==> src/rtl/useq_pkg.sv <==
package useq_pkg;

  typedef enum logic [1:0] {
    SEQ_FETCH = 2'd0,
    SEQ_DISP1 = 2'd1,
    SEQ_DISP2 = 2'd2,
    SEQ_NEXT  = 2'd3
  } seq_sel_e;

  typedef struct packed {
    logic       pc_wr;
    logic       pc_wr_cond;
    logic       addr_sel;
    logic       mem_rd;
    logic       mem_wr;
    logic       ir_wr;
    logic       wb_sel;
    logic [1:0] pc_src;
    logic [1:0] alu_op;
    logic [1:0] src_b;
    logic       src_a;
    logic       reg_wr;
    logic       dst_sel;
  } dp_ctrl_t;

  typedef struct packed {
    dp_ctrl_t   dp;
    logic [1:0] seq;
  } uinstr_t;

  localparam int OPC_RTYPE = 0;
  localparam int OPC_JUMP  = 2;
  localparam int OPC_BEQ   = 4;
  localparam int OPC_LOAD  = 35;
  localparam int OPC_STORE = 43;

  // Dispatch targets; table 1 splits by instruction class, table 2 by memory direction.
  function automatic int disp_target(int tbl, int op);
    int t;
    t = 0;
    if (tbl == 1) begin
      case (op)
        OPC_RTYPE: t = 6;
        OPC_JUMP:  t = 9;
        OPC_BEQ:   t = 8;
        OPC_LOAD:  t = 2;
        OPC_STORE: t = 2;
        default:   t = 0;
      endcase
    end else begin
      case (op)
        OPC_LOAD:  t = 3;
        OPC_STORE: t = 5;
        default:   t = 0;
      endcase
    end
    return t;
  endfunction

  // Microcode contents, one step per address.
  function automatic uinstr_t ucode_entry(int a);
    uinstr_t u;
    u = '0;
    case (a)
      0: begin
        u.dp.mem_rd = 1'b1; u.dp.ir_wr = 1'b1; u.dp.pc_wr = 1'b1;
        u.dp.src_b = 2'b01; u.seq = SEQ_NEXT;
      end
      1: begin
        u.dp.src_b = 2'b11; u.seq = SEQ_DISP1;
      end
      2: begin
        u.dp.src_a = 1'b1; u.dp.src_b = 2'b10; u.seq = SEQ_DISP2;
      end
      3: begin
        u.dp.mem_rd = 1'b1; u.dp.addr_sel = 1'b1; u.seq = SEQ_NEXT;
      end
      4: begin
        u.dp.reg_wr = 1'b1; u.dp.wb_sel = 1'b1; u.seq = SEQ_FETCH;
      end
      5: begin
        u.dp.mem_wr = 1'b1; u.dp.addr_sel = 1'b1; u.seq = SEQ_FETCH;
      end
      6: begin
        u.dp.src_a = 1'b1; u.dp.alu_op = 2'b10; u.seq = SEQ_NEXT;
      end
      7: begin
        u.dp.reg_wr = 1'b1; u.dp.dst_sel = 1'b1; u.seq = SEQ_FETCH;
      end
      8: begin
        u.dp.src_a = 1'b1; u.dp.alu_op = 2'b01; u.dp.pc_wr_cond = 1'b1;
        u.dp.pc_src = 2'b01; u.seq = SEQ_FETCH;
      end
      9: begin
        u.dp.pc_wr = 1'b1; u.dp.pc_src = 2'b10; u.seq = SEQ_FETCH;
      end
      default: u = '0;
    endcase
    return u;
  endfunction

endpackage

==> src/rtl/useq_dispatch.sv <==
module useq_dispatch #(
  parameter int OPC_W   = 6,
  parameter int UADDR_W = 4,
  parameter int TABLE   = 1
) (
  input  logic [OPC_W-1:0]   opcode,
  output logic [UADDR_W-1:0] target
);
  import useq_pkg::*;

  localparam int ENTRIES = 1 << OPC_W;

  logic [UADDR_W-1:0] tbl [ENTRIES];

  for (genvar o = 0; o < ENTRIES; o++) begin : g_ent
    assign tbl[o] = UADDR_W'(disp_target(TABLE, o));
  end

  assign target = tbl[opcode];

endmodule

==> src/rtl/useq_next_addr.sv <==
module useq_next_addr #(
  parameter int UADDR_W = 4
) (
  input  logic [UADDR_W-1:0] upc,
  input  logic [1:0]         seq,
  input  logic [UADDR_W-1:0] disp1,
  input  logic [UADDR_W-1:0] disp2,
  output logic [UADDR_W-1:0] nxt
);
  import useq_pkg::*;

  always_comb begin
    case (seq_sel_e'(seq))
      SEQ_FETCH: nxt = '0;
      SEQ_DISP1: nxt = disp1;
      SEQ_DISP2: nxt = disp2;
      default:   nxt = upc + 1'b1;
    endcase
  end

endmodule

==> src/rtl/useq_store.sv <==
module useq_store #(
  parameter int UADDR_W = 4
) (
  input  logic               clk,
  input  logic [UADDR_W-1:0] raddr,
  output useq_pkg::uinstr_t  q
);
  import useq_pkg::*;

  localparam int DEPTH = 1 << UADDR_W;

  uinstr_t rom [DEPTH];

  for (genvar a = 0; a < DEPTH; a++) begin : g_word
    assign rom[a] = ucode_entry(a);
  end

  // Registered read so the store can map onto a block RAM output register.
  always_ff @(posedge clk) begin
    q <= rom[raddr];
  end

endmodule

==> src/rtl/useq_ctrl.sv <==
module useq_ctrl #(
  parameter int OPC_W   = 6,
  parameter int UADDR_W = 4
) (
  input  logic               clk,
  input  logic               rst,
  input  logic [OPC_W-1:0]   opcode,
  output logic               pc_wr,
  output logic               pc_wr_cond,
  output logic               addr_sel,
  output logic               mem_rd,
  output logic               mem_wr,
  output logic               ir_wr,
  output logic               wb_sel,
  output logic [1:0]         pc_src,
  output logic [1:0]         alu_op,
  output logic [1:0]         src_b,
  output logic               src_a,
  output logic               reg_wr,
  output logic               dst_sel,
  output logic [UADDR_W-1:0] uaddr
);
  import useq_pkg::*;

  localparam int N_TABLES = 2;

  logic [UADDR_W-1:0] upc_q;
  logic [UADDR_W-1:0] nxt;
  logic [UADDR_W-1:0] fetch_addr;
  logic [UADDR_W-1:0] disp [N_TABLES];
  uinstr_t            word_q;

  for (genvar t = 0; t < N_TABLES; t++) begin : g_disp
    useq_dispatch #(
      .OPC_W  (OPC_W),
      .UADDR_W(UADDR_W),
      .TABLE  (t + 1)
    ) disp_i (
      .opcode(opcode),
      .target(disp[t])
    );
  end

  useq_next_addr #(.UADDR_W(UADDR_W)) next_i (
    .upc  (upc_q),
    .seq  (word_q.seq),
    .disp1(disp[0]),
    .disp2(disp[1]),
    .nxt  (nxt)
  );

  assign fetch_addr = rst ? '0 : nxt;

  always_ff @(posedge clk) begin
    upc_q <= fetch_addr;
  end

  useq_store #(.UADDR_W(UADDR_W)) store_i (
    .clk  (clk),
    .raddr(fetch_addr),
    .q    (word_q)
  );

  assign pc_wr      = word_q.dp.pc_wr;
  assign pc_wr_cond = word_q.dp.pc_wr_cond;
  assign addr_sel   = word_q.dp.addr_sel;
  assign mem_rd     = word_q.dp.mem_rd;
  assign mem_wr     = word_q.dp.mem_wr;
  assign ir_wr      = word_q.dp.ir_wr;
  assign wb_sel     = word_q.dp.wb_sel;
  assign pc_src     = word_q.dp.pc_src;
  assign alu_op     = word_q.dp.alu_op;
  assign src_b      = word_q.dp.src_b;
  assign src_a      = word_q.dp.src_a;
  assign reg_wr     = word_q.dp.reg_wr;
  assign dst_sel    = word_q.dp.dst_sel;
  assign uaddr      = upc_q;


  reset_to_fetch_chk: assert property (@(posedge clk)
    $fell(rst) |-> (uaddr == '0 && mem_rd && ir_wr && pc_wr));


  seq_increment_chk: assert property (@(posedge clk) disable iff (rst)
    (word_q.seq == SEQ_NEXT) |=> (uaddr == $past(uaddr) + 1'b1));


  seq_fetch_chk: assert property (@(posedge clk) disable iff (rst)
    (word_q.seq == SEQ_FETCH) |=> (uaddr == '0));


  disp1_range_chk: assert property (@(posedge clk) disable iff (rst)
    (uaddr == UADDR_W'(1)) |=> (uaddr == UADDR_W'(0) || uaddr == UADDR_W'(2) ||
                                uaddr == UADDR_W'(6) || uaddr == UADDR_W'(8) ||
                                uaddr == UADDR_W'(9)));


  disp2_range_chk: assert property (@(posedge clk) disable iff (rst)
    (uaddr == UADDR_W'(2)) |=> (uaddr == UADDR_W'(0) || uaddr == UADDR_W'(3) ||
                                uaddr == UADDR_W'(5)));


  mem_excl_chk: assert property (@(posedge clk) disable iff (rst)
    !(mem_rd && mem_wr));

endmodule

==> config.mk <==
export PLATFORM = sky130hd
export DESIGN_NAME = useq_ctrl
export DESIGN_NICKNAME = d
export VERILOG_FILES = /design/src/rtl/useq_pkg.sv /design/src/rtl/useq_dispatch.sv /design/src/rtl/useq_next_addr.sv /design/src/rtl/useq_store.sv /design/src/rtl/useq_ctrl.sv
export SDC_FILE = /design/constraint.sdc
export NUM_CORES = 1
export LEC_CHECK = 0
export ABC_CLOCK_PERIOD_IN_PS = 3890
export BUFFER_PORTS_ARGS = -buffer_cell sky130_fd_sc_hd__buf_4
export CAP_MARGIN = 40
export CORE_AREA = 2 2 53 55
export DETAILED_ROUTE_END_ITERATION = 7
export DIE_AREA = 0 0 55 57
export GPL_TIMING_DRIVEN = 0
export PLACE_DENSITY = 0.64
export SYNTH_ARGS = -nofsm -noshare
export SYNTH_HDL_FRONTEND = slang
export SYNTH_SLANG_ARGS = --single-unit
==> constraint.sdc <==
create_clock -name clk -period 3.89 [get_ports clk]
set_input_delay 0.5835 -clock clk [delete_from_list [all_inputs] [get_ports clk]]
set_output_delay 0.5835 -clock clk [all_outputs]
set_load 0.02 [all_outputs]
==> impl_metrics.yaml, run 1 <==
status:
  status: "finished, final reports clean"
clocking:
  clock_latency_ps: 310
  cts_resized: 0
  htree_levels: 1
  clk_path_buf_depth: 2
  clock-root-buffer: "clkbuf_4"
  postCtsHoldBufs: 0
  cts_buffers: 3
  path_clk_slew_ps: 110
  cts_tree: "done"
  cts.sinks: 20
  post-cts-setup-buffer-count: 0
synth:
  syn_area_per_cell_um2: 10.49
  yosys.area.top_type: "dfxtp_1"
  yosys-top-cells-count: "dfxtp_1, inv_1, nor3_1"
  ys_ff_latch: 20
  synthTopCellsByArea: "dfxtp_1, ha_1, nor3_1"
  post-synth-top-count-cell: "dfxtp_1"
  netlist_instances: 92
  synthFlopType: "dfxtp_1"
  synth_edf_count: 0
  synth.top_cell.area_share: 0.4150
  async_flop_share: 0
  yosys_warnings: 0
  seq_area_frac_synth: 0.4150
  netlist_area_um2: 964.7
  syn_nets: 106
  ys_types: 38
cells_and_area:
  multi_input_area_um2: 489.2
  finalNetCount: 138
  area_delta_synth_final_pct: 30.48
  fill_cells: 250
  fin_area_um2: 1259
  antenna_cells: 0
  seqCellArea_um2: 400.4
  drive_above_1_share: 0.3902
  final_cells: 154
global_routing:
  track_usage: 0.1396
  grt_pass1_vias: 712
  grt-ovfl-total: 0
  antenna_found_initial: 0
  grt_first_pass_wirelength_mm: 3.160
  grt_max_degree: 13
placement:
  place_hpwl_mm: 1.489
  port_buffers: 27
  dp.cells: 150
  place.gp.congestion: 0.7043
  post_dp_cell_area_um2: 1206
route:
  vias: 767
  vias_per_cell: 4.981
  drtPass1Iterations: 4
  wl_per_cell_um: 12.68
  drt_iter0_markers: 6
  drc: 0
  ant_nets: 0
  postRouteWirelength_mm: 1.953
timing:
  slew_headroom: 0.6297
  skew_ps: 10.28
  rsz0062_at_grt: "false"
  setup-violations-final: 0
  fmax_mhz: 365.4
  hold_viol: 0
  finalCritPeriodShare: 0.7036
  finalMaxSlewViolations: 0
  fin_tns_setup_ps: 0
  finalCriticalPeriod_ps: 2737
  max_slew.worst_pin.slew_ps: 549.6
critical_path:
  path_max_fanout: 8
  reg2reg_setup_slack_ps: 1150
  cp.arrival_ps: 2950
  ff2ff_path_depth: 7
  cp-end-kind: "flop"
  start_kind: "flop"
  crit_type: "flop to flop"
  crit_required_ps: 4110
min_path:
  worstHoldPathCells: 2
  hp-class: "primary input to flop"
floorplanning:
  initial_core_util: 0.3689
  boundaryPins: 28
  core_area_um2: 2615
  fp.dieW_um: 55
  dieArea_um2: 3135
  die_y_um: 57
  num_rows: 19
power:
  power_density_nw_per_um2: 743.5
  p_leak_nw: 0.5648
  ir_drop_uv: 518.1
  p_total_mw: 0.9359
flow_run:
  cap_violations: 0
==> routing by layer <==
metal	wire length, um	up-vias	GRT usage
li1	-	396	-
met2	947	20	0.2279
met1	882	349	0.1711
met3	107	2	0.04712
met5	0	-	0
met4	17	0	0.04181
==> stage by stage <==
stage / setup slack [ps] / hold slack (ps) / utilization
after floorplan: 1268 / 700.9 / -
after global placement: 879.4 / 731.1 / 0.4612
after detailed placement: 853.1 / 743.4 / 0.4612
after CTS: 1153 / 521.1 / 0.4813
after global routing: 979.1 / 528.2 / 0.4813
final: 1153 / 531.6 / 0.4813
==> cell families after synthesis <==
kind of cell / synth area share
AOI/OAI and AO/OA: 0.1608
xor gates and xnor gates: 0.01816
and+or+nand+nor: 0.2283
DFF: 0.4150
muxes: 0.02205
buffers and inverters: 0.07782
adders and majority gates: 0.07782
==> layout make-up <==
class | count | share of cell area
repair buffers | 27 | 0.1610
multi-input cells | 59 | 0.3887
plain buffers | 5 | 0.03579
clock buffers | 3 | 0.01789
well taps | 31 | 0.03082
clock inverters | 1 | 0.02386
flip-flops and latches | 20 | 0.3181
inverters | 8 | 0.02386
==> critical path: stages (launching register included) <==
cell	delay (ps)
dfxtp_1	440
or4b_4	520
o41a_1	430
a21oi_2	410
inv_1	150
ha_1	290
a211oi_1	180
and4bb_1	240
==> state kept, by name, summed over array words and instances, names as in the netlist <==
register   cells
store_i.q     16
uaddr          4
==> where the power goes <==
group          leakage, nW  total (mW)  internal (mW)  switching (mW)
clock network       0.0279       0.169          0.104          0.0644
logic                0.372       0.461          0.204           0.257
registers            0.165       0.307          0.276          0.0303
==> worst paths after layout <==
check	start	end
worst max-delay path	store_i.q[0]	store_i.q[15]
worst min-delay path	rst	store_i.q[17]
worst max register to register	store_i.q[0]	store_i.q[15]
worst min register to register	uaddr[0]	uaddr[0]
==> placed cells by master (no fill, tap or decap), types with 2 or more instances in the layout <==
cell type  instances
ha_1               6
a211oi_1           4
and3_1             3
dfxtp_1           20
clkbuf_4           3
o21ai_0            2
buf_4             30
nor3_1             7
or3b_2             2
buf_6              2
nor3b_1            3
nor2_1             2
nor4_1             3
nand2_1            4
inv_1              7
(Power assumes the default switching activity.)
==> run 2: changes to the inputs <==
--- a/config.mk
+++ b/config.mk
@@ -5,14 +5,15 @@
 export SDC_FILE = /design/constraint.sdc
 export NUM_CORES = 1
 export LEC_CHECK = 0
-export ABC_CLOCK_PERIOD_IN_PS = 3890
+export ABC_AREA = 1
+export ABC_CLOCK_PERIOD_IN_PS = 2400
 export BUFFER_PORTS_ARGS = -buffer_cell sky130_fd_sc_hd__buf_4
 export CAP_MARGIN = 40
-export CORE_AREA = 2 2 53 55
+export CORE_AREA = 2 2 51 53
 export DETAILED_ROUTE_END_ITERATION = 7
-export DIE_AREA = 0 0 55 57
+export DIE_AREA = 0 0 53 55
 export GPL_TIMING_DRIVEN = 0
-export PLACE_DENSITY = 0.64
+export PLACE_DENSITY = 0.69
 export SYNTH_ARGS = -nofsm -noshare
 export SYNTH_HDL_FRONTEND = slang
 export SYNTH_SLANG_ARGS = --single-unit
==> constraint.sdc (replaced) <==
create_clock -name clk -period 2.4 [get_ports clk]
set_input_delay 0.36 -clock clk [delete_from_list [all_inputs] [get_ports clk]]
set_output_delay 0.36 -clock clk [all_outputs]
set_load 0.02 [all_outputs]
==> impl_metrics.yaml, run 2 <==
placement:
  dp.cells: 174
  place_ws_ps: 695.4
  place_hpwl_mm: 1.317
  place.gp.congestion: 0.7678
  port_buffers: 27
timing:
  finalCriticalPeriod_ps: 1524
  holdWs_ps: 454.3
  finalCritPeriodShare: 0.6352
  setup-violations-final: 0
  fin_ws_ps: 875.5
  skew_ps: 7.998
  max_slew.worst_pin.slew_ps: 201.9
  slew_headroom: 0.8649
  fin_tns_setup_ps: 0
  rsz0062_at_grt: "false"
  finalMaxSlewViolations: 0
  hold_viol: 0
  fmax_mhz: 656.0
global_routing:
  grt_first_pass_wirelength_mm: 2.780
  antenna_found_initial: 0
  grt_max_degree: 13
  grt_pass1_vias: 676
  track_usage: 0.1353
  grt-ovfl-total: 0
synth:
  syn_nets: 131
  synthFlopType: "dfxtp_1"
  synth.top_cell.area_share: 0.4348
  synthTopCellsByArea: "dfxtp_1, nand2_1, ha_1"
  netlist_instances: 117
  yosys-top-cells-count: "nand2_1, dfxtp_1, nor2_1"
  post-synth-top-count-cell: "nand2_1"
  ys_types: 19
  syn_area_per_cell_um2: 7.871
  seq_area_frac_synth: 0.4348
  yosys_warnings: 0
  synth_edf_count: 0
  async_flop_share: 0
  netlist_area_um2: 920.9
  ys_ff_latch: 20
  yosys.area.top_type: "dfxtp_1"
clocking:
  post-cts-setup-buffer-count: 0
  cts_buffers: 3
  cts_resized: 0
  clk_path_buf_depth: 2
  postCtsHoldBufs: 0
  clock-root-buffer: "clkbuf_4"
  clock_latency_ps: 310
  cts_tree: "done"
  htree_levels: 1
  cts.sinks: 20
  path_clk_slew_ps: 110
route:
  ant_nets: 0
  drt_iter0_markers: 10
  vias_per_cell: 4.331
  wl_per_cell_um: 9.494
  postRouteWirelength_mm: 1.690
  drtPass1Iterations: 3
  vias: 771
  drc: 0
critical_path:
  reg2reg_from: "uaddr[0]"
  path_buf_inv: 1
  cp-startpoint: "uaddr[0]"
  slowest_stage: "dfxtp_1"
  ff2ff_path_depth: 8
  path_cells: "ha_1 -> nor2_1 -> nor2_1 -> nand2_2 -> inv_2 -> ha_1 -> nand3_2 -> nand2_1"
  path_max_fanout: 6
  crit_family: "adder cells"
  crit_required_ps: 2600
  start_kind: "flop"
  cp.arrival_ps: 1730
  crit_type: "flop to flop"
  reg2reg_setup_slack_ps: 880
  timing.rr.end: "store_i.q[1]"
  cp-end-kind: "flop"
  slowest_delay_ps: 420
cells_and_area:
  drive_above_1_share: 0.3649
  antenna_cells: 0
  regMostFlops: "store_i.q"
  multi_input_area_um2: 405.4
  final_cells: 178
  final_cell_mix: "buf_4, nand2_1, dfxtp_1, nor2_1, inv_1"
  utilization: 0.5132
  final_common_cell: "buf_4"
  seqCellArea_um2: 400.4
  area_delta_synth_final_pct: 31.79
  fill_cells: 250
  finalNetCount: 163
  largest_register_ffs: 16
power:
  ir_drop_uv: 788.4
  power_density_nw_per_um2: 1320
  p_leak_nw: 0.6890
floorplanning:
  num_rows: 18
  boundaryPins: 28
  die_y_um: 55
  dieArea_um2: 2915
  fp.dieW_um: 53
  core_area_um2: 2365
  initial_core_util: 0.3894
min_path:
  hp-start: "rst"
  hp-class: "primary input to flop"
  hold_end: "uaddr[1]"
  worstHoldPathCells: 4
flow_run:
  cap_violations: 0
status:
  status: "finished, final reports clean"
run 2: layer usage:
metal	part of all wire	wire (um)	GRT usage	vias to the layer above
met5	0	0	0	-
met4	0.030	51	0.1026	0
met2	0.48	818	0.2250	16
met3	0.041	69	0.02419	4
met1	0.44	750	0.1559	336
li1	-	-	-	415
run 2: cell type report:
class | instances | area share
plain buffers | 3 | 0.02165
multi-input cells | 73 | 0.3340
well taps | 30 | 0.03093
clock inverters | 1 | 0.02474
repair buffers | 27 | 0.1670
inverters | 21 | 0.07320
clock buffers | 3 | 0.01856
flip-flops and latches | 20 | 0.3299
run 2: worst min-delay path, delay by kind of cell:
| family | cells | cell delay [ps] |
|---|---|---|
| buffers and inverters | 2 | 170 |
| and+or+nand+nor | 2 | 170 |
run 2: kinds of logic (layout without fill, tap and decap cells):
family,after synthesis,count (layout),synth area share
simple gates,65,65,0.3438
buf+inv,24,55,0.1250
flops,20,20,0.4348
fa+ha+maj,6,6,0.08152
compound gates,1,1,0.005430
xor+xnor,1,1,0.009513
run 2: how the worst max path moves through the flow:
stage | to | slack, ps | depth (start not counted)
after detailed placement | store_i.q[0] | 700 | 10
after global placement | store_i.q[14] | 730 | 11
final | store_i.q[1] | 880 | 8
after global routing | store_i.q[3] | 680 | 9
after CTS | store_i.q[1] | 870 | 8
after floorplan | store_i.q[0] | 880 | 8
run 2: metrics by stage:
stage | power [mW] | instance area [um2]
global placement | 1.325 | 1161
finish | 1.603 | 1214
CTS | 1.625 | 1214
floorplan | 1.083 | 920.9
detailed placement | 1.344 | 1161
global route | 1.736 | 1214
run 2: where the power goes:
part | total, mW | internal (mW) | leakage [nW] | switching [mW]
combinational | 0.816 | 0.323 | 0.496 | 0.493
clock | 0.271 | 0.169 | 0.0279 | 0.103
sequential | 0.515 | 0.453 | 0.165 | 0.0621
==> run 3: changes to the inputs <==
--- a/config.mk
+++ b/config.mk
@@ -6,14 +6,14 @@
 export NUM_CORES = 1
 export LEC_CHECK = 0
 export ABC_AREA = 1
-export ABC_CLOCK_PERIOD_IN_PS = 2400
+export ABC_CLOCK_PERIOD_IN_PS = 1600
 export BUFFER_PORTS_ARGS = -buffer_cell sky130_fd_sc_hd__buf_4
 export CAP_MARGIN = 40
 export CORE_AREA = 2 2 51 53
 export DETAILED_ROUTE_END_ITERATION = 7
 export DIE_AREA = 0 0 53 55
 export GPL_TIMING_DRIVEN = 0
-export PLACE_DENSITY = 0.69
+export PLACE_DENSITY = 0.67
 export SYNTH_ARGS = -nofsm -noshare
 export SYNTH_HDL_FRONTEND = slang
 export SYNTH_SLANG_ARGS = --single-unit
==> constraint.sdc (replaced) <==
create_clock -name clk -period 1.6 [get_ports clk]
set_input_delay 0.24 -clock clk [delete_from_list [all_inputs] [get_ports clk]]
set_output_delay 0.24 -clock clk [all_outputs]
set_load 0.02 [all_outputs]
==> impl_metrics.yaml, run 3 (synthesis results as in run 2) <==
clocking:
  cts_buffers: 3
  postCtsHoldBufs: 0
  cts_tree: "done"
  clock-root-buffer: "clkbuf_4"
  cts.sinks: 20
  htree_levels: 1
  clk_path_buf_depth: 2
  path_clk_slew_ps: 110
  clock_latency_ps: 300
critical_path:
  slowest_stage: "dfxtp_2"
  crit_family: "adder cells"
  crit_required_ps: 1800
  path_cells: "ha_1 -> nor2_1 -> nor2_1 -> nand2_2 -> inv_4 -> ha_1 -> nand3_2 -> nand2_1"
  start_kind: "flop"
  cp.arrival_ps: 1700
  slowest_delay_ps: 360
  crit_type: "flop to flop"
  path_max_fanout: 6
  cp-end-kind: "flop"
  path_buf_inv: 1
timing:
  finalCritPeriodShare: 0.9369
  finalCriticalPeriod_ps: 1499
  finalMaxSlewViolations: 0
  slew_headroom: 0.8457
  setup-violations-final: 0
  skew_ps: 7.438
  hold_viol: 0
  holdWs_ps: 305.6
  fin_tns_setup_ps: 0
  max_slew.worst_pin.slew_ps: 230.6
  fmax_mhz: 667.1
cells_and_area:
  final_common_cell: "buf_4"
  final_cells: 178
  antenna_cells: 0
  finalNetCount: 163
  regMostFlops: "store_i.q"
  area_delta_synth_final_pct: 33.02
  drive_above_1_share: 0.4054
  utilization: 0.5180
  largest_register_ffs: 16
  final_cell_mix: "buf_4, nand2_1, dfxtp_1, nor2_1, inv_1"
power:
  p_int_mw: 1.431
  power_density_nw_per_um2: 1991
  clkPwrFrac: 0.167
  ir_drop_uv: 1414
  p_seq_frac: 0.320
  switching_share: 0.4133
  p_total_mw: 2.439
  p_leak_nw: 0.6868
  comb_power_share: 0.513
  p_switching_mw: 1.008
placement:
  place_hpwl_mm: 1.341
  dp.cells: 174
  place.gp.congestion: 0.7671
  port_buffers: 27
global_routing:
  grt_max_degree: 13
  grt-ovfl-total: 0
  grt_first_pass_wirelength_mm: 2.704
  grt_pass1_vias: 692
  antenna_found_initial: 0
  track_usage: 0.1299
route:
  postRouteWirelength_mm: 1.745
  drc: 0
  vias: 785
  vias_per_cell: 4.410
  drtPass1Iterations: 4
  drt_iter0_markers: 4
  ant_nets: 0
  wl_per_cell_um: 9.803
floorplanning:
  core_area_um2: 2365
  die_y_um: 55
  boundaryPins: 28
  dieArea_um2: 2915
  fp.dieW_um: 53
  initial_core_util: 0.3894
  num_rows: 18
flow_run:
  cap_violations: 0
status:
  status: "finished, final reports clean"
min_path:
  hp-class: "primary input to flop"
[run 3: cell counts in the layout (fill, tap and decap cells not counted)]
No cell type changed its count.
[run 3: timing repair]
action	in CTS	in global routing
resized for setup	0	7
setup buffers	0	0
endpoints found under the setup margin	0	11
[run 3: worst reg2reg max path: stages (launching register included)]
cell     delay, ps
dfxtp_2        360
ha_1           280
nor2_1         100
nor2_1          60
nand2_2        140
inv_4           70
ha_1           220
nand3_2        110
nand2_1         60
[run 3: path summary, 6_finish.rpt]
kind	startpoint	slack, ps	depth (start not counted)	endpoint
max	uaddr[0]	100	8	store_i.q[1]
min	rst	310	4	uaddr[1]
max reg2reg	uaddr[0]	100	8	store_i.q[1]
min reg2reg	uaddr[0]	740	5	uaddr[0]
[run 3: power by group through the flow]
| stage | logic, mW | registers (mW) | clock network, mW |
|---|---|---|---|
| 2_1_floorplan | 0.665 | 0.960 | 0 |
| 3_3_place_gp | 1.21 | 0.777 | 0 |
| 3_5_place_dp | 1.24 | 0.784 | 0 |
| 4_1_cts | 1.25 | 0.773 | 0.418 |
| 5_1_grt | 1.40 | 0.800 | 0.431 |
| 6_report | 1.25 | 0.780 | 0.408 |
[run 3: layout make-up]
class | count | area (um2)
fill | 243 | 1140
sequential | 20 | 404.1
multi-input combinational | 73 | 410.4
clock buffer | 3 | 22.52
timing repair buffer | 27 | 202.7
tap | 30 | 37.54
inverter | 21 | 91.34
buffer | 3 | 26.28
clock inverter | 1 | 30.03
[run 3: routing by layer]
metal	routed length (um)	global-route usage	vias to the layer above
li1	-	-	412
met1	786	0.1419	353
met2	848	0.2396	15
met3	68	0.01882	5
met4	42	0.07692	0
met5	0	0	-
[run 3: metrics by stage]
stage / setup WS [ps] / area [um2]
2_1_floorplan: 82.54 / 920.9
3_3_place_gp: 47.95 / 1161
3_5_place_dp: 32.24 / 1161
4_1_cts: 76.12 / 1214
5_1_grt: -13.27 / 1225
6_report: 101.0 / 1225
